==> config.mk <==
export PLATFORM = sky130hd
export DESIGN_NAME = moesi_line_ctrl
export DESIGN_NICKNAME = d
export VERILOG_FILES = /design/src/rtl/moesi_pkg.sv /design/src/rtl/moesi_state_array.sv /design/src/rtl/moesi_snoop_unit.sv /design/src/rtl/moesi_cpu_fsm.sv /design/src/rtl/moesi_line_ctrl.sv
export SDC_FILE = /design/constraint.sdc
export NUM_CORES = 1
export LEC_CHECK = 0
export BUFFER_PORTS_ARGS = -buffer_cell sky130_fd_sc_hd__buf_4
export CORE_UTILIZATION = 40
export CTS_BUF_LIST = sky130_fd_sc_hd__clkbuf_2
export CTS_CLUSTER_SIZE = 12
export DETAILED_ROUTE_END_ITERATION = 16
export GPL_TIMING_DRIVEN = 0
export SLEW_MARGIN = 10
export SYNTH_ARGS = -nofsm -noshare
export SYNTH_HDL_FRONTEND = slang
export SYNTH_SLANG_ARGS = --single-unit
export TNS_END_PERCENT = 20
==> constraint.sdc <==
create_clock -name clk -period 4.7 [get_ports clk]
set_input_delay 0.705 -clock clk [delete_from_list [all_inputs] [get_ports clk]]
set_output_delay 0.705 -clock clk [all_outputs]
set_load 0.02 [all_outputs]
==> src/rtl/moesi_pkg.sv <==
package moesi_pkg;

  typedef enum logic [2:0] {
    LS_I = 3'd0,
    LS_S = 3'd1,
    LS_E = 3'd2,
    LS_O = 3'd3,
    LS_M = 3'd4
  } line_state_t;

  typedef enum logic [1:0] {
    OP_READ  = 2'd0,
    OP_WRITE = 2'd1,
    OP_EVICT = 2'd2
  } cpu_op_t;

  typedef enum logic [1:0] {
    BC_RD   = 2'd0,
    BC_RDX  = 2'd1,
    BC_UPGR = 2'd2
  } bus_cmd_t;

  typedef struct packed {
    line_state_t nxt;
    logic        supply;
    logic        shared;
  } snoop_verdict_t;

  function automatic logic is_dirty(line_state_t s);
    return (s == LS_M) || (s == LS_O);
  endfunction

  // Reaction of one line to a transaction seen on the bus.
  function automatic snoop_verdict_t snoop_verdict(line_state_t cur, bus_cmd_t cmd);
    snoop_verdict_t v;
    v.nxt    = cur;
    v.supply = 1'b0;
    v.shared = 1'b0;
    if (cur != LS_I) begin
      case (cmd)
        BC_RD: begin
          v.shared = 1'b1;
          if (is_dirty(cur)) begin
            v.nxt    = LS_O;
            v.supply = 1'b1;
          end else begin
            v.nxt = LS_S;
          end
        end
        BC_RDX: begin
          v.nxt    = LS_I;
          v.supply = is_dirty(cur);
        end
        BC_UPGR: v.nxt = LS_I;
        default: v.nxt = cur;
      endcase
    end
    return v;
  endfunction

endpackage

==> src/rtl/moesi_state_array.sv <==
module moesi_state_array
  import moesi_pkg::*;
#(
  parameter int NUM_LINES = 16,
  parameter int IW        = 4
) (
  input  logic          clk,
  input  logic          rst_n,
  input  logic [IW-1:0] a_idx,
  output line_state_t   a_state,
  input  logic [IW-1:0] b_idx,
  output line_state_t   b_state,
  input  logic          cpu_we,
  input  logic [IW-1:0] cpu_widx,
  input  line_state_t   cpu_wstate,
  input  logic          snp_we,
  input  logic [IW-1:0] snp_widx,
  input  line_state_t   snp_wstate
);

  line_state_t st_q [NUM_LINES];

  // The processor-side write is applied last, so it wins a same-index clash.
  always_ff @(posedge clk or negedge rst_n) begin
    if (!rst_n) begin
      for (int i = 0; i < NUM_LINES; i++) st_q[i] <= LS_I;
    end else begin
      if (snp_we) st_q[snp_widx] <= snp_wstate;
      if (cpu_we) st_q[cpu_widx] <= cpu_wstate;
    end
  end

  assign a_state = st_q[a_idx];
  assign b_state = st_q[b_idx];

endmodule

==> src/rtl/moesi_snoop_unit.sv <==
module moesi_snoop_unit
  import moesi_pkg::*;
(
  input  logic        clk,
  input  logic        rst_n,
  input  logic        snp_valid,
  input  bus_cmd_t    snp_cmd,
  input  line_state_t cur_state,
  output logic        upd_we,
  output line_state_t upd_state,
  output logic        resp_valid,
  output logic        resp_supply,
  output logic        resp_shared,
  output line_state_t resp_state
);

  snoop_verdict_t v;

  assign v         = snoop_verdict(cur_state, snp_cmd);
  assign upd_we    = snp_valid && (v.nxt != cur_state);
  assign upd_state = v.nxt;

  always_ff @(posedge clk or negedge rst_n) begin
    if (!rst_n) begin
      resp_valid  <= 1'b0;
      resp_supply <= 1'b0;
      resp_shared <= 1'b0;
      resp_state  <= LS_I;
    end else begin
      resp_valid  <= snp_valid;
      resp_supply <= snp_valid && v.supply;
      resp_shared <= snp_valid && v.shared;
      resp_state  <= snp_valid ? v.nxt : LS_I;
    end
  end

endmodule

==> src/rtl/moesi_cpu_fsm.sv <==
module moesi_cpu_fsm
  import moesi_pkg::*;
#(
  parameter int IW = 4
) (
  input  logic          clk,
  input  logic          rst_n,
  input  logic          req_valid,
  output logic          req_ready,
  input  cpu_op_t       req_op,
  input  logic [IW-1:0] req_idx,
  input  logic          snp_valid,
  input  logic [IW-1:0] snp_idx,
  output logic [IW-1:0] look_idx,
  input  line_state_t   look_state,
  output logic          bus_valid,
  input  logic          bus_ready,
  output bus_cmd_t      bus_cmd,
  output logic [IW-1:0] bus_idx,
  input  logic          bus_shared,
  output logic          wb_valid,
  output logic [IW-1:0] wb_idx,
  input  logic          wb_done,
  output logic          line_we,
  output logic [IW-1:0] line_widx,
  output line_state_t   line_wstate,
  output logic          done,
  output line_state_t   done_state
);

  typedef enum logic [1:0] {F_IDLE, F_BUS, F_WB} fsm_t;

  fsm_t          st_q, st_d;
  cpu_op_t       op_q;
  logic [IW-1:0] idx_q;
  logic          accept;
  logic          done_d;
  line_state_t   done_state_d;

  assign look_idx  = (st_q == F_IDLE) ? req_idx : idx_q;
  assign req_ready = (st_q == F_IDLE) && !(snp_valid && (snp_idx == req_idx));
  assign accept    = req_valid && req_ready;

  // The bus command follows the live line state, so a snoop that kills the
  // local copy while the request waits turns an upgrade into a read-exclusive.
  always_comb begin
    bus_valid = (st_q == F_BUS);
    bus_idx   = idx_q;
    if (op_q == OP_WRITE)
      bus_cmd = ((look_state == LS_S) || (look_state == LS_O)) ? BC_UPGR : BC_RDX;
    else
      bus_cmd = BC_RD;
    wb_valid = (st_q == F_WB);
    wb_idx   = idx_q;
  end

  always_comb begin
    st_d         = st_q;
    line_we      = 1'b0;
    line_widx    = look_idx;
    line_wstate  = look_state;
    done_d       = 1'b0;
    done_state_d = look_state;
    case (st_q)
      F_IDLE: begin
        if (accept) begin
          case (req_op)
            OP_READ: begin
              if (look_state == LS_I) st_d = F_BUS;
              else done_d = 1'b1;
            end
            OP_WRITE: begin
              if ((look_state == LS_M) || (look_state == LS_E)) begin
                line_we      = 1'b1;
                line_wstate  = LS_M;
                done_d       = 1'b1;
                done_state_d = LS_M;
              end else begin
                st_d = F_BUS;
              end
            end
            OP_EVICT: begin
              if (is_dirty(look_state)) begin
                st_d = F_WB;
              end else begin
                line_we      = 1'b1;
                line_wstate  = LS_I;
                done_d       = 1'b1;
                done_state_d = LS_I;
              end
            end
            default: done_d = 1'b1;
          endcase
        end
      end
      F_BUS: begin
        if (bus_ready) begin
          line_we = 1'b1;
          if (op_q == OP_READ) line_wstate = bus_shared ? LS_S : LS_E;
          else                 line_wstate = LS_M;
          done_d       = 1'b1;
          done_state_d = line_wstate;
          st_d         = F_IDLE;
        end
      end
      F_WB: begin
        if (wb_done) begin
          line_we      = 1'b1;
          line_wstate  = LS_I;
          done_d       = 1'b1;
          done_state_d = LS_I;
          st_d         = F_IDLE;
        end
      end
      default: st_d = F_IDLE;
    endcase
  end

  always_ff @(posedge clk or negedge rst_n) begin
    if (!rst_n) begin
      st_q       <= F_IDLE;
      op_q       <= OP_READ;
      idx_q      <= '0;
      done       <= 1'b0;
      done_state <= LS_I;
    end else begin
      st_q       <= st_d;
      done       <= done_d;
      done_state <= done_state_d;
      if (accept) begin
        op_q  <= req_op;
        idx_q <= req_idx;
      end
    end
  end

endmodule

==> src/rtl/moesi_line_ctrl.sv <==
module moesi_line_ctrl
  import moesi_pkg::*;
#(
  parameter  int NUM_LINES = 16,
  localparam int IW        = (NUM_LINES > 1) ? $clog2(NUM_LINES) : 1
) (
  input  logic          clk,
  input  logic          rst_n,
  input  logic          cpu_req_valid,
  output logic          cpu_req_ready,
  input  logic [1:0]    cpu_req_op,
  input  logic [IW-1:0] cpu_req_idx,
  output logic          cpu_done,
  output logic [2:0]    cpu_done_state,
  output logic          bus_req_valid,
  input  logic          bus_req_ready,
  output logic [1:0]    bus_req_cmd,
  output logic [IW-1:0] bus_req_idx,
  input  logic          bus_shared,
  input  logic          snp_valid,
  input  logic [1:0]    snp_cmd,
  input  logic [IW-1:0] snp_idx,
  output logic          snp_resp_valid,
  output logic          snp_supply,
  output logic          snp_shared,
  output logic [2:0]    snp_new_state,
  output logic          wb_req_valid,
  output logic [IW-1:0] wb_req_idx,
  input  logic          wb_done
);

  logic [IW-1:0] look_idx;
  line_state_t   look_state;
  line_state_t   snp_cur_state;
  logic          cpu_we;
  logic [IW-1:0] cpu_widx;
  line_state_t   cpu_wstate;
  logic          snp_we;
  line_state_t   snp_wstate;
  bus_cmd_t      bus_cmd_e;
  line_state_t   done_state_e;
  line_state_t   snp_state_e;

  moesi_state_array #(
    .NUM_LINES (NUM_LINES),
    .IW        (IW)
  ) u_array (
    .clk        (clk),
    .rst_n      (rst_n),
    .a_idx      (look_idx),
    .a_state    (look_state),
    .b_idx      (snp_idx),
    .b_state    (snp_cur_state),
    .cpu_we     (cpu_we),
    .cpu_widx   (cpu_widx),
    .cpu_wstate (cpu_wstate),
    .snp_we     (snp_we),
    .snp_widx   (snp_idx),
    .snp_wstate (snp_wstate)
  );

  moesi_snoop_unit u_snoop (
    .clk         (clk),
    .rst_n       (rst_n),
    .snp_valid   (snp_valid),
    .snp_cmd     (bus_cmd_t'(snp_cmd)),
    .cur_state   (snp_cur_state),
    .upd_we      (snp_we),
    .upd_state   (snp_wstate),
    .resp_valid  (snp_resp_valid),
    .resp_supply (snp_supply),
    .resp_shared (snp_shared),
    .resp_state  (snp_state_e)
  );

  moesi_cpu_fsm #(
    .IW (IW)
  ) u_fsm (
    .clk         (clk),
    .rst_n       (rst_n),
    .req_valid   (cpu_req_valid),
    .req_ready   (cpu_req_ready),
    .req_op      (cpu_op_t'(cpu_req_op)),
    .req_idx     (cpu_req_idx),
    .snp_valid   (snp_valid),
    .snp_idx     (snp_idx),
    .look_idx    (look_idx),
    .look_state  (look_state),
    .bus_valid   (bus_req_valid),
    .bus_ready   (bus_req_ready),
    .bus_cmd     (bus_cmd_e),
    .bus_idx     (bus_req_idx),
    .bus_shared  (bus_shared),
    .wb_valid    (wb_req_valid),
    .wb_idx      (wb_req_idx),
    .wb_done     (wb_done),
    .line_we     (cpu_we),
    .line_widx   (cpu_widx),
    .line_wstate (cpu_wstate),
    .done        (cpu_done),
    .done_state  (done_state_e)
  );

  assign bus_req_cmd    = bus_cmd_e;
  assign cpu_done_state = done_state_e;
  assign snp_new_state  = snp_state_e;

endmodule

Yosys cells after proc, flatten, opt, wreduce, memory -nomap -nowiden --
Index checks and enable logic that the tools add are counted.
Storage, ports and cells: logic and storage cells 126, bits in registers 66, input bits 19
Operators by class: order comparisons 4, multiplexer cells 52, equality and inequality tests 22, reductions and logical operators 21, bitwise operators 2
Operator list (number):
- 48-bit bitwise mux | 2
- 48-bit two-way mux | 2
- 3-bit two-way mux | 13
- 3-bit binary-select mux with 4-bit select | 2
- 3-bit demux with 4-bit select | 2
- 2-bit two-way mux | 10
- 2-bit case mux with 3 select lines | 2
- 3-bit case mux with 2 select lines | 2
- 5-bit >= comparator, second input constant | 2
- 5-bit by 1-bit < comparator with 1-bit output, second input constant | 2
- 4-bit NOT with 5-bit output | 2
- 3-bit by 2-bit equality test with 1-bit output, second input constant | 3
- 1-bit two-way mux | 9
- 3-bit inequality test, second input constant | 3
- 1-bit case mux with 3 select lines | 3
- 3-bit case mux with 3 select lines | 1
- 2-bit by 1-bit equality test with 1-bit output, second input constant | 4
- 1-bit logical AND | 8
- 2-bit logical NOT | 4
- 7-bit AND reduction | 1
- 2-bit equality test, second input constant | 3
- 3-bit equality test, second input constant | 2
- 2-bit by 1-bit inequality test with 1-bit output, second input constant | 3
- 5-bit two-way mux | 1
- other kinds (11) | 15

Longest topological paths before layout --
Gate-level depths: netlist of the first run.
depth after elaboration 14, mapped depth 14, depth with buffers taken out 9

Hierarchy --
Synthesis of the first run repeated with hierarchy kept, for this count alone.
Unflattened totals: cells, all modules 507, area, all modules 4687.0 um^2
Modules (own cells, without submodules):
- moesi_state_array | area each 3447.1 um^2, cells an instance 377, times used 1, sequential area each 1201.2 um^2
- moesi_cpu_fsm | area each 952.2 um^2, cells an instance 101, times used 1, sequential area each 300.3 um^2
- moesi_snoop_unit | area each 287.8 um^2, cells an instance 29, times used 1, sequential area each 150.1 um^2

Worst setup path after synthesis of the first run --
No wires, ideal clock.
path kind input-to-output, start point input port cpu_req_idx[0], end point output port bus_req_cmd[1], setup slack 1102 ps, cell stages on the path 10, arrival time 2893 ps, data required time 3995 ps, path buffers 3, cell sequence or3b_1 buf_2 nand2_2 buf_2 mux2i_1 o22ai_1 nor3_2 buf_4 nand2_1 nor3b_1
Between the ends: longest elaborated chain between the ends 9
RTL lines:
- start, declared | RTL line moesi_line_ctrl.sv:12 | input logic [IW-1:0] cpu_req_idx,
- 4-bit two-way mux * | RTL line moesi_cpu_fsm.sv:40 | assign look_idx = (st_q == F_IDLE) ? req_idx : idx_q;
- 4-bit NOT with 5-bit output (not written as such) * | RTL line moesi_state_array.sv:33 | assign a_state = st_q[a_idx];
- 3-bit binary-select mux with 4-bit select * | RTL line moesi_state_array.sv:33
- 3-bit two-way mux (not written as such) * (2 in a row) | RTL line moesi_state_array.sv:33
- 3-bit by 1-bit equality test with 1-bit output or 3-bit by 2-bit equality test with 1-bit output (tied branches) | RTL line moesi_cpu_fsm.sv:50 | bus_cmd = ((look_state == LS_S) || (look_state == LS_O)) ? BC_UPGR : BC_RDX;
- 1-bit logical OR * | RTL line moesi_cpu_fsm.sv:50
- 2-bit two-way mux * | RTL line moesi_cpu_fsm.sv:50
- 2-bit two-way mux * | RTL line moesi_cpu_fsm.sv:49 | if (op_q == OP_WRITE)
- end, declared | RTL line moesi_line_ctrl.sv:17 | output logic [1:0] bus_req_cmd,
Mark *: on every way between the ends. The rest lies on a longest branch, timed or not. The select of a mux whose other input is x is not followed.

Final worst setup path of the first run --
start point register u_fsm.st_q[1], end point output port bus_req_cmd[1]
Between the ends: longest elaborated chain between the ends 10
RTL lines:
- start, declared | RTL line moesi_cpu_fsm.sv:33 | fsm_t st_q, st_d;
- start signal, assigned | RTL line moesi_cpu_fsm.sv:127 | st_q <= st_d;
- 2-bit logical NOT * | RTL line moesi_cpu_fsm.sv:40
- 4-bit two-way mux * | RTL line moesi_cpu_fsm.sv:40
- 4-bit NOT with 5-bit output (not written as such) * | RTL line moesi_state_array.sv:33
- 3-bit binary-select mux with 4-bit select * | RTL line moesi_state_array.sv:33
- 3-bit two-way mux (not written as such) * (2 in a row) | RTL line moesi_state_array.sv:33
- 3-bit by 1-bit equality test with 1-bit output or 3-bit by 2-bit equality test with 1-bit output (tied branches) | RTL line moesi_cpu_fsm.sv:50
- 1-bit logical OR * | RTL line moesi_cpu_fsm.sv:50
- 2-bit two-way mux * | RTL line moesi_cpu_fsm.sv:50
- 2-bit two-way mux * | RTL line moesi_cpu_fsm.sv:49
Marks and branches as above.

==> results of run 1 <==
## area by class of cell
type,count,area [µm²]
Timing Repair Buffer,37,277.8
Clock buffer,11,55.05
Inverter,23,86.33
Multi-Input combinational cell,366,2934
Buffer,39,255.2
Tap cell,147,183.9
Sequential cell,66,1652
Clock inverter,5,102.6
Fill cell,1191,6465
## Yosys cell counts (all sizes together) (3+ instances only)
cell type / count
nor3b: 4
xnor2: 3
dfrtp: 66
o21ai: 31
a211o: 3
o22ai: 4
o2bb2ai: 34
mux2i: 30
nor2b: 5
nor2: 21
or3: 3
nand3: 9
a21oi: 5
and2: 18
nand2: 42
a22oi: 19
nor3: 13
a311oi: 4
clkbuf: 11
and3: 10
or2: 3
o211ai: 18
a211oi: 6
inv: 23
mux2: 20
a31oi: 5
ha: 4
mux4: 14
o31a: 3
buf: 28
## worst paths after layout
kind	start	to	slack, ps	depth (start not counted)
min	rst_n	u_array.st_q[3]	200	1
max	u_fsm.st_q[1]	bus_req_cmd[1]	390	11
max in group asynchronous	rst_n	u_array.st_q[45]	3860	1
max reg2reg	u_fsm.st_q[1]	u_array.st_q[44]	570	14
min reg2reg	u_fsm.op_q[0]	u_fsm.op_q[0]	550	2
min in group clk	snp_valid	u_snoop.resp_valid	310	1
## state kept, by name (all words and copies together), names as in the netlist, 2 cells and up
signal              cells
u_fsm.op_q              2
u_fsm.st_q              2
u_array.st_q           48
u_fsm.bus_idx           4
u_fsm.done_state        3
u_snoop.resp_state      3
## cell families after synthesis
group	synth area share, %
adders and majority gates	1.016
muxes	17.39
xor gates and xnor gates	0.8889
AOI/OAI and AO/OA	24.48
buffers and inverters	6.933
and+or+nand+nor	15.77
DFF	33.52
## where the power goes
group	switching [mW]	internal [mW]	leakage, nW
clock network	0.224	0.233	0.0938
registers	0.213	0.755	0.886
logic	1.10	0.785	1.50
## layer usage
metal / wire length [µm] / track usage (%) / vias up
li1: - / - / 1974
met1: 7086 / 36.04 / 2152
met2: 7172 / 40.58 / 198
met3: 1026 / 4.392 / 25
met4: 366 / 10.61 / 0
met5: 0 / 0 / -
## metrics by stage
step / util, % / cells / total power, mW
2_1_floorplan: - / 494 / 2.245
3_3_place_gp: 44.86 / 678 / 2.799
3_5_place_dp: 44.86 / 678 / 2.832
4_1_cts: 46.18 / 694 / 3.295
5_1_grt: 46.18 / 694 / 3.505
6_report: 46.18 / 694 / 3.311
==> results.json, run 1 <==
{
  "crit_fanout": 10,
  "path_cells": "or3b_1 > buf_2 > nand2_2 > buf_2 > mux2i_1 > o22ai_1 > nor3_2 > buf_4 > nand2_1 > nor3b_1 > buf_4",
  "holdBufCountCts": 0,
  "die_w_um": 113.0,
  "cts_tree": "built",
  "synth_warnings": 0,
  "grt_pass1_wl_um": 24540,
  "finalSetupTns_ps": 0,
  "cts-root-buf": "clkbuf_2",
  "worst_pin_slew_ps": 981.7,
  "synthCells": 494,
  "nets": 565,
  "post_drt_wl_per_cell_um": 22.55,
  "finalSetupViolCount": 0,
  "rsz0062_at_grt": "false",
  "cts_resized": 0,
  "ys_seq_elements": 66,
  "fmax_mhz": 231.9,
  "synthesis.nets": 517,
  "rows": 40,
  "fin_worst_skew_ps": 40.70,
  "dr.pass1.iters": 5,
  "layout_commonest_cell": "dfrtp_1",
  "vias": 4349,
  "io_pins": 42,
  "cts_buffers": 9,
  "drive_above_1_share_pct": 26.33,
  "dp_slack_ps": 288.9,
  "fin_ws_ps": 386.9,
  "grt_pass1_vias": 4288,
  "mostFrequentLayoutCells": "66 x dfrtp_1, 44 x buf_4, 40 x nand2_1",
  "asyncSetResetFlopFracSynth_pct": 100.0,
  "yosys.area.top_type": "dfrtp_1",
  "clk_pin_slew_worst_paths_ps": 200,
  "hold_viol_final": 0,
  "fin_worst_hold_slack_ps": 201.9,
  "final.min_clock_period_ps": 4313,
  "cp_data_required_time_ps": 3990,
  "grt-ovfl-total": 0,
  "via_per_inst": 6.267,
  "vdd_ir_drop_max_mv": 0.1896,
  "die_h_um": 113.0,
  "worstSetupStartpointType": "flip-flop",
  "initial_core_util_pct": 41.02,
  "drtIter0Drc": 431,
  "max_cap_viol_count": 0,
  "yosysUniqueCellTypes": 74,
  "diodes": 0,
  "design_area_um2": 5547,
  "critPathSlowestCell": "dfrtp_1",
  "arrival_ps": 3610,
  "cts_max_level": 3,
  "critical_path.top_delay_family": "simple AND/OR/NAND/NOR gates",
  "dieArea_um2": 12770,
  "coreArea_um2": 12010,
  "grt_max_degree": 67,
  "synth.avg_cell_area_um2": 9.974,
  "power_leakage_nw": 2.482,
  "dpl_cell_area_um2": 5389,
  "synthFlopType": "dfrtp_1",
  "cts_sinks": 66,
  "antenna_found_initial": 0,
  "hpwlAfterDp_um": 11450,
  "syn_to_final_growth_pct": 12.57,
  "max_stage_delay_ps": 490,
  "clk_latency_ps": 580,
  "gp_congestion": 0.8811,
  "portBuffers": 37,
  "synth-edff-count": 0,
  "hold_class": "input pin to asynchronous set/reset pin",
  "drcViolationCount": 0,
  "drtAntennaViolNets": 0,
  "synth_top_area_share_pct": 33.52,
  "wl_um": 15650,
  "crit_buf_inv": 4,
  "ys_seq_area_share_pct": 33.52,
  "gr-usage-all-layers_pct": 26.02,
  "p_per_area_nw_per_um2": 596.9,
  "post_cts_buffers": 0,
  "critPathCaptureType": "primary output",
  "cts_max_path_buffers": 2,
  "slew_headroom_pct": 34.55,
  "status": "completed",
  "synth_area_leaders": "dfrtp_1 34%, mux4_2 6.4%, o2bb2ai_1 6.0%, mux2i_1 5.9%, mux2_2 4.3%",
  "syn_area_um2": 4927,
  "maxSlewViolCount": 0,
  "period_share_pct": 91.77,
  "worstSetupPathType": "flip-flop to primary output"
}
No activity file was read; power rests on OpenSTA's default activity.
==> inputs of run 2 (changes only) <==
- ABC_AREA: not set -> 1
==> results.json, run 2 <==
{
  "status": "completed",
  "worstSetupStartpointType": "flip-flop",
  "largest_reg_flops": 48,
  "max_stage_delay_ps": 540,
  "reg2reg_from": "u_fsm.st_q[0]",
  "synthTopCellsByCount": "365 x nand2_1, 171 x inv_1, 96 x nor2_1",
  "critPathSlowestCell": "o21ai_1",
  "wl_um": 20170,
  "fill_cells": 1576,
  "grt_pass1_vias": 5607,
  "r2r_cells": 16,
  "rows": 43,
  "crit_fanout": 10,
  "p_total_mw": 4.455,
  "seqCellArea_um2": 1652,
  "dieArea_um2": 15190,
  "p_per_area_nw_per_um2": 682.3,
  "synth_top_area_share_pct": 28.09,
  "ys_seq_area_share_pct": 28.09,
  "synth.avg_cell_area_um2": 5.833,
  "period_share_pct": 82.08,
  "cts_buffers": 9,
  "worstSetupPathType": "flip-flop to primary output",
  "drtAntennaViolNets": 0,
  "final.min_clock_period_ps": 3858,
  "antenna_found_initial": 1,
  "cts_max_path_buffers": 2,
  "synthFlopType": "dfrtp_1",
  "power_leakage_nw": 3.776,
  "coreArea_um2": 14100,
  "initial_core_util_pct": 41.71,
  "top_register": "u_array.st_q",
  "slew_headroom_pct": 36.47,
  "crit_buf_inv": 4,
  "critPathCaptureType": "primary output",
  "dr.pass1.iters": 5,
  "via_per_inst": 5.188,
  "gr-usage-all-layers_pct": 28.02,
  "finalSetupViolCount": 0,
  "yosysUniqueCellTypes": 30,
  "mostFrequentLayoutCells": "365 x nand2_1, 171 x inv_1, 96 x nor2_1",
  "vias": 6464,
  "portBuffers": 41,
  "die_h_um": 123.2,
  "synth_most_common_cell": "nand2_1",
  "asyncSetResetFlopFracSynth_pct": 100.0,
  "cpMostUsedCell": "nand2_1",
  "multi_input_area_um2": 3276,
  "synthCells": 1008,
  "drtIter0Drc": 621,
  "timing.rr.end": "u_array.st_q[31]",
  "grt_max_degree": 67,
  "synth-edff-count": 0,
  "fmax_mhz": 259.2,
  "syn_area_um2": 5879,
  "cp_data_required_time_ps": 3990,
  "cts-root-buf": "clkbuf_2",
  "worst_pin_slew_ps": 949.5,
  "post_cts_buffers": 0,
  "hold_viol_final": 0,
  "clk_latency_ps": 610,
  "drive_above_1_share_pct": 13.15,
  "hpwlAfterDp_um": 14770,
  "die_w_um": 123.2,
  "layout_commonest_cell": "nand2_1",
  "grt_pass1_wl_um": 31330,
  "holdBufCountCts": 0,
  "io_pins": 42,
  "synth_area_leaders": "dfrtp_1 28%, nand2_1 23%, inv_1 11%, nand3_1 7.9%, nor2_1 6.1%",
  "cts_max_level": 3,
  "clk_pin_slew_worst_paths_ps": 240,
  "finalSetupTns_ps": 0,
  "cts_tree": "built",
  "r2r_slack_ps": 1070,
  "yosys.area.top_type": "dfrtp_1",
  "max_cap_viol_count": 0,
  "fin_worst_hold_slack_ps": 178.3,
  "syn_to_final_growth_pct": 11.07,
  "drcViolationCount": 0,
  "nets": 1083,
  "maxSlewViolCount": 0,
  "gp_congestion": 0.9228,
  "cts_sinks": 66,
  "fin_worst_skew_ps": 39.59,
  "synthesis.nets": 1031,
  "hold_class": "input pin to asynchronous set/reset pin",
  "synth_warnings": 0,
  "grt-ovfl-total": 0,
  "path_cells": "inv_1 > nand2_2 > o21ai_1 > buf_2 > nand2_1 > nand2_1 > nand2_1 > nand2_1 > inv_1 > nand2_1 > nand2_1 > nor3_1 > buf_4",
  "vdd_ir_drop_max_mv": 0.2732,
  "critical_path.top_delay_family": "simple AND/OR/NAND/NOR gates",
  "ys_seq_elements": 66,
  "post_drt_wl_per_cell_um": 16.19,
  "rsz0062_at_grt": "false",
  "cts_resized": 0,
  "arrival_ps": 3150
}
## run 2: changes by cell type after synthesis, moves of 16 or more
| cell | delta |
|---|---|
| nand2_1 | +325 |
| inv_1 | +148 |
| nand3_1 | +84 |
| nor2_1 | +76 |
| nand4_1 | +47 |
| o2bb2ai_1 | -34 |
| mux2i_1 | -29 |
| a22oi_1 | -19 |
| mux2_2 | -19 |
| and2_1 | -18 |
| nand3_2 | +16 |
## run 2: cell type report
type | instances | area share (%)
Multi-Input combinational cell | 719 | 50.16
Sequential cell | 66 | 25.29
Inverter | 178 | 10.23
Timing Repair Buffer | 41 | 4.714
Buffer | 45 | 4.349
Tap cell | 180 | 3.449
Clock inverter | 7 | 1.073
Clock buffer | 9 | 0.6898
Antenna cell | 1 | 0.03832
## run 2: worst max-delay path by stage
stage | from | endpoint | slack (ps) | cells after the start
after global placement | snp_idx[0] | u_array.st_q[36] | 890 | 17
after floorplan | cpu_req_idx[1] | bus_req_cmd[1] | 1870 | 11
final | u_fsm.st_q[0] | bus_req_cmd[1] | 840 | 13
after CTS | u_fsm.st_q[0] | bus_req_cmd[1] | 850 | 13
after global routing | u_fsm.st_q[0] | bus_req_cmd[1] | 670 | 13
after detailed placement | snp_idx[0] | u_array.st_q[36] | 850 | 17
## run 2: layer usage
layer | up-vias | GRT usage [%] | routed length, µm
li1 | 3215 | - | -
met1 | 2939 | 39.71 | 9351
met2 | 256 | 41.69 | 8534
met3 | 54 | 4.059 | 1591
met4 | 0 | 13.03 | 693
met5 | - | 0 | 0
## run 2: through the flow
stage / instance area, µm² / cells / utilization [%] / setup slack (ps)
after floorplan: 5879 / 1008 / - / 1875
after global placement: 6412 / 1229 / 45.49 / 891.3
after detailed placement: 6412 / 1229 / 45.49 / 846.8
after CTS: 6528 / 1245 / 46.31 / 852.2
after global routing: 6530 / 1246 / 46.33 / 671.4
final: 6530 / 1246 / 46.33 / 842.3
## run 2: cell families (layout without fill, tap and decap cells)
| group | Yosys count | count (layout) | synth area share (%) |
|---|---|---|---|
| buf+inv | 223 | 280 | 16.20 |
| simple gates | 650 | 650 | 48.84 |
| other cells | 0 | 1 | 0 |
| xor+xnor | 1 | 1 | 0.1490 |
| fa+ha+maj | 4 | 4 | 0.8513 |
| flops | 66 | 66 | 28.09 |
| compound gates | 64 | 64 | 5.874 |
## run 2: power by group
group,total [mW],internal (mW),switching (mW)
combinational,3.11,0.943,2.16
sequential,0.974,0.786,0.189
clock,0.373,0.122,0.252
## run 2: worst register-to-register path: stages, from the launching register on
cell and delay [ps]:
dfrtp_1 490, inv_1 100, nand2_2 100, o21ai_1 540, buf_2 390, nand3_1 120
nand3_1 90, nand2_1 120, nor2_1 220, nand3_1 100, nand2_1 100, nand2_1 70
a21oi_2 480, buf_2 360, nand4_1 130, nand2_1 80, inv_1 40
==> inputs of run 3 (changes only) <==
- clock period: 4.7 -> 3.1 ns (I/O delays scaled with it)
==> results.json, run 3 (synthesized netlist as in run 2, its figures left out) <==
{
  "cts_buffers": 9,
  "status": "complete, but fails checks",
  "grt_max_degree": 67,
  "cts_tree": "built",
  "fin_cells": 1283,
  "vias": 6700,
  "p_per_area_nw_per_um2": 1078,
  "rows": 43,
  "max_stage_delay_ps": 500,
  "final.min_clock_period_ps": 3141,
  "hpwlAfterDp_um": 14770,
  "dp_slack_ps": -513.2,
  "nets": 1120,
  "fin_worst_skew_ps": 41.04,
  "via_per_inst": 5.222,
  "p_total_mw": 7.648,
  "antenna_found_initial": 1,
  "worstSetupPathType": "flip-flop to primary output",
  "io_pins": 42,
  "gp_congestion": 0.9228,
  "syn_to_final_growth_pct": 20.66,
  "violations": "negative setup slack",
  "clk_latency_ps": 620,
  "fill_cells": 1513,
  "power_leakage_nw": 4.022,
  "wl_um": 20990,
  "top_register": "u_array.st_q",
  "largest_reg_flops": 48,
  "slew_headroom_pct": 39.14,
  "dp_cells": 1229,
  "critPathSlowestCell": "dfrtp_2",
  "max_cap_viol_count": 0,
  "cpMostUsedCell": "nand2_2",
  "crit_buf_inv": 5,
  "vdd_ir_drop_max_mv": 0.3762,
  "finalSetupTns_ps": -40.61,
  "critical_path.top_delay_family": "simple AND/OR/NAND/NOR gates",
  "crit_fanout": 7,
  "grt_pass1_wl_um": 32230,
  "portBuffers": 41,
  "fin_ws_ps": -40.61,
  "clk_pin_slew_worst_paths_ps": 230,
  "dieArea_um2": 15190,
  "finalSetupViolCount": 1,
  "initial_core_util_pct": 41.71,
  "critPathCaptureType": "primary output",
  "drcViolationCount": 0,
  "grt-ovfl-total": 0,
  "cts_max_level": 3,
  "post_drt_wl_per_cell_um": 16.36,
  "mostFrequentLayoutCells": "351 x nand2_1, 169 x inv_1, 91 x nor2_1",
  "cts_max_path_buffers": 2,
  "fmax_mhz": 318.4,
  "drive_above_1_share_pct": 18.42,
  "path_cells": "nor2_4 > buf_8 > nand2_2 > o21ai_4 > inv_2 > nor2_4 > buf_6 > nand3_2 > nand2_2 > nor2_2 > nand2_2 > inv_2 > nor3_2 > buf_4",
  "arrival_ps": 2680,
  "rsz0062_at_grt": "true",
  "layout_commonest_cell": "nand2_1",
  "worst_pin_slew_ps": 913.0,
  "dr.pass1.iters": 8,
  "hold_class": "input pin to flip-flop",
  "worstSetupStartpointType": "flip-flop",
  "gr-usage-all-layers_pct": 28.82,
  "cts-root-buf": "clkbuf_2",
  "post-route-util_pct": 50.33,
  "drtIter0Drc": 640,
  "coreArea_um2": 14100,
  "period_share_pct": 101.3,
  "cts_sinks": 66,
  "drtAntennaViolNets": 0,
  "hold_viol_final": 0,
  "maxSlewViolCount": 0,
  "die_h_um": 123.2,
  "grt_pass1_vias": 5859,
  "cp_data_required_time_ps": 2630,
  "die_w_um": 123.2
}
==> run 3: cell count changes in the layout (fill, tap and decap cells not counted), moves of 4 or more <==
cell           change
buf_2              -4
buf_4             +30
dlygate4sd3_1      +5
nand2_1           -14
nand2_2            +6
nand2_4            +8
nand3_1            -4
nor2_1             -5
nor2_4             +4
o21ai_4            +4
==> run 3: worst paths after layout <==
kind / from / to / slack [ps] / depth (start not counted)
max in group asynchronous: rst_n / u_array.st_q[30] / 2000 / 2
setup / recovery: u_fsm.st_q[1] / bus_req_cmd[0] / -40 / 14
min in group asynchronous: rst_n / u_fsm.st_q[0] / 470 / 2
hold reg to reg: u_array.st_q[41] / u_array.st_q[41] / 580 / 2
hold / removal: cpu_req_idx[3] / u_fsm.bus_idx[3] / 80 / 3
setup reg to reg: u_fsm.st_q[1] / u_array.st_q[14] / 90 / 20
==> run 3: through the flow <==
step	hold slack, ps	cell area [µm²]
floorplan	169.4	5879
global placement	515.9	6412
detailed placement	525.7	6412
CTS	67.93	6953
global route	107.8	7094
finish	75.40	7094
==> run 3: final cells by class <==
class	instances	area (µm²)	share of cell area [%]
clock buffers	9	45.04	0.6349
plain buffers	45	324.1	4.568
flip-flops and latches	66	1654	23.32
clock inverters	7	70.07	0.9877
diodes	1	2.502	0.03527
inverters	178	668.1	9.418
well taps	180	225.2	3.175
repair buffers	78	635.6	8.959
multi-input cells	719	3470	48.91
==> run 3: layer usage <==
| layer | track usage, % | part of all wire, % | vias to the layer above | routed length [µm] |
|---|---|---|---|---|
| li1 | - | - | 3292 | - |
| met5 | 0 | 0 | - | 0 |
| met2 | 43.44 | 43 | 292 | 9090 |
| met1 | 40.18 | 45 | 3064 | 9388 |
| met4 | 14.23 | 3.9 | 0 | 818 |
| met3 | 4.013 | 8.1 | 52 | 1695 |
==> run 3: worst reg2reg max path: cells and delay by family, from the launching register on <==
| kind | cells | cell delay, ps |
|---|---|---|
| AO/OA/AOI/OAI | 1 | 150 |
| flip-flops | 1 | 500 |
| buffers and inverters | 4 | 630 |
| AND/OR/NAND/NOR | 15 | 1650 |
==> run 3: repair_timing <==
| item | in CTS | in global routing |
|---|---|---|
| endpoints found under the hold margin | 49 | 0 |
| pin swaps | 14 | 8 |
| cloned | 1 | 1 |
| endpoints found under the setup margin | 52 | 50 |
| setup buffers | 27 | 3 |
| hold buffers | 5 | 0 |
| gates resized for setup | 41 | 24 |
==> run 3: power breakdown <==
group          total (mW)  switching [mW]  internal (mW)
Clock               0.568           0.383          0.184
Combinational        5.59            3.60           1.98
Sequential           1.49           0.299           1.19
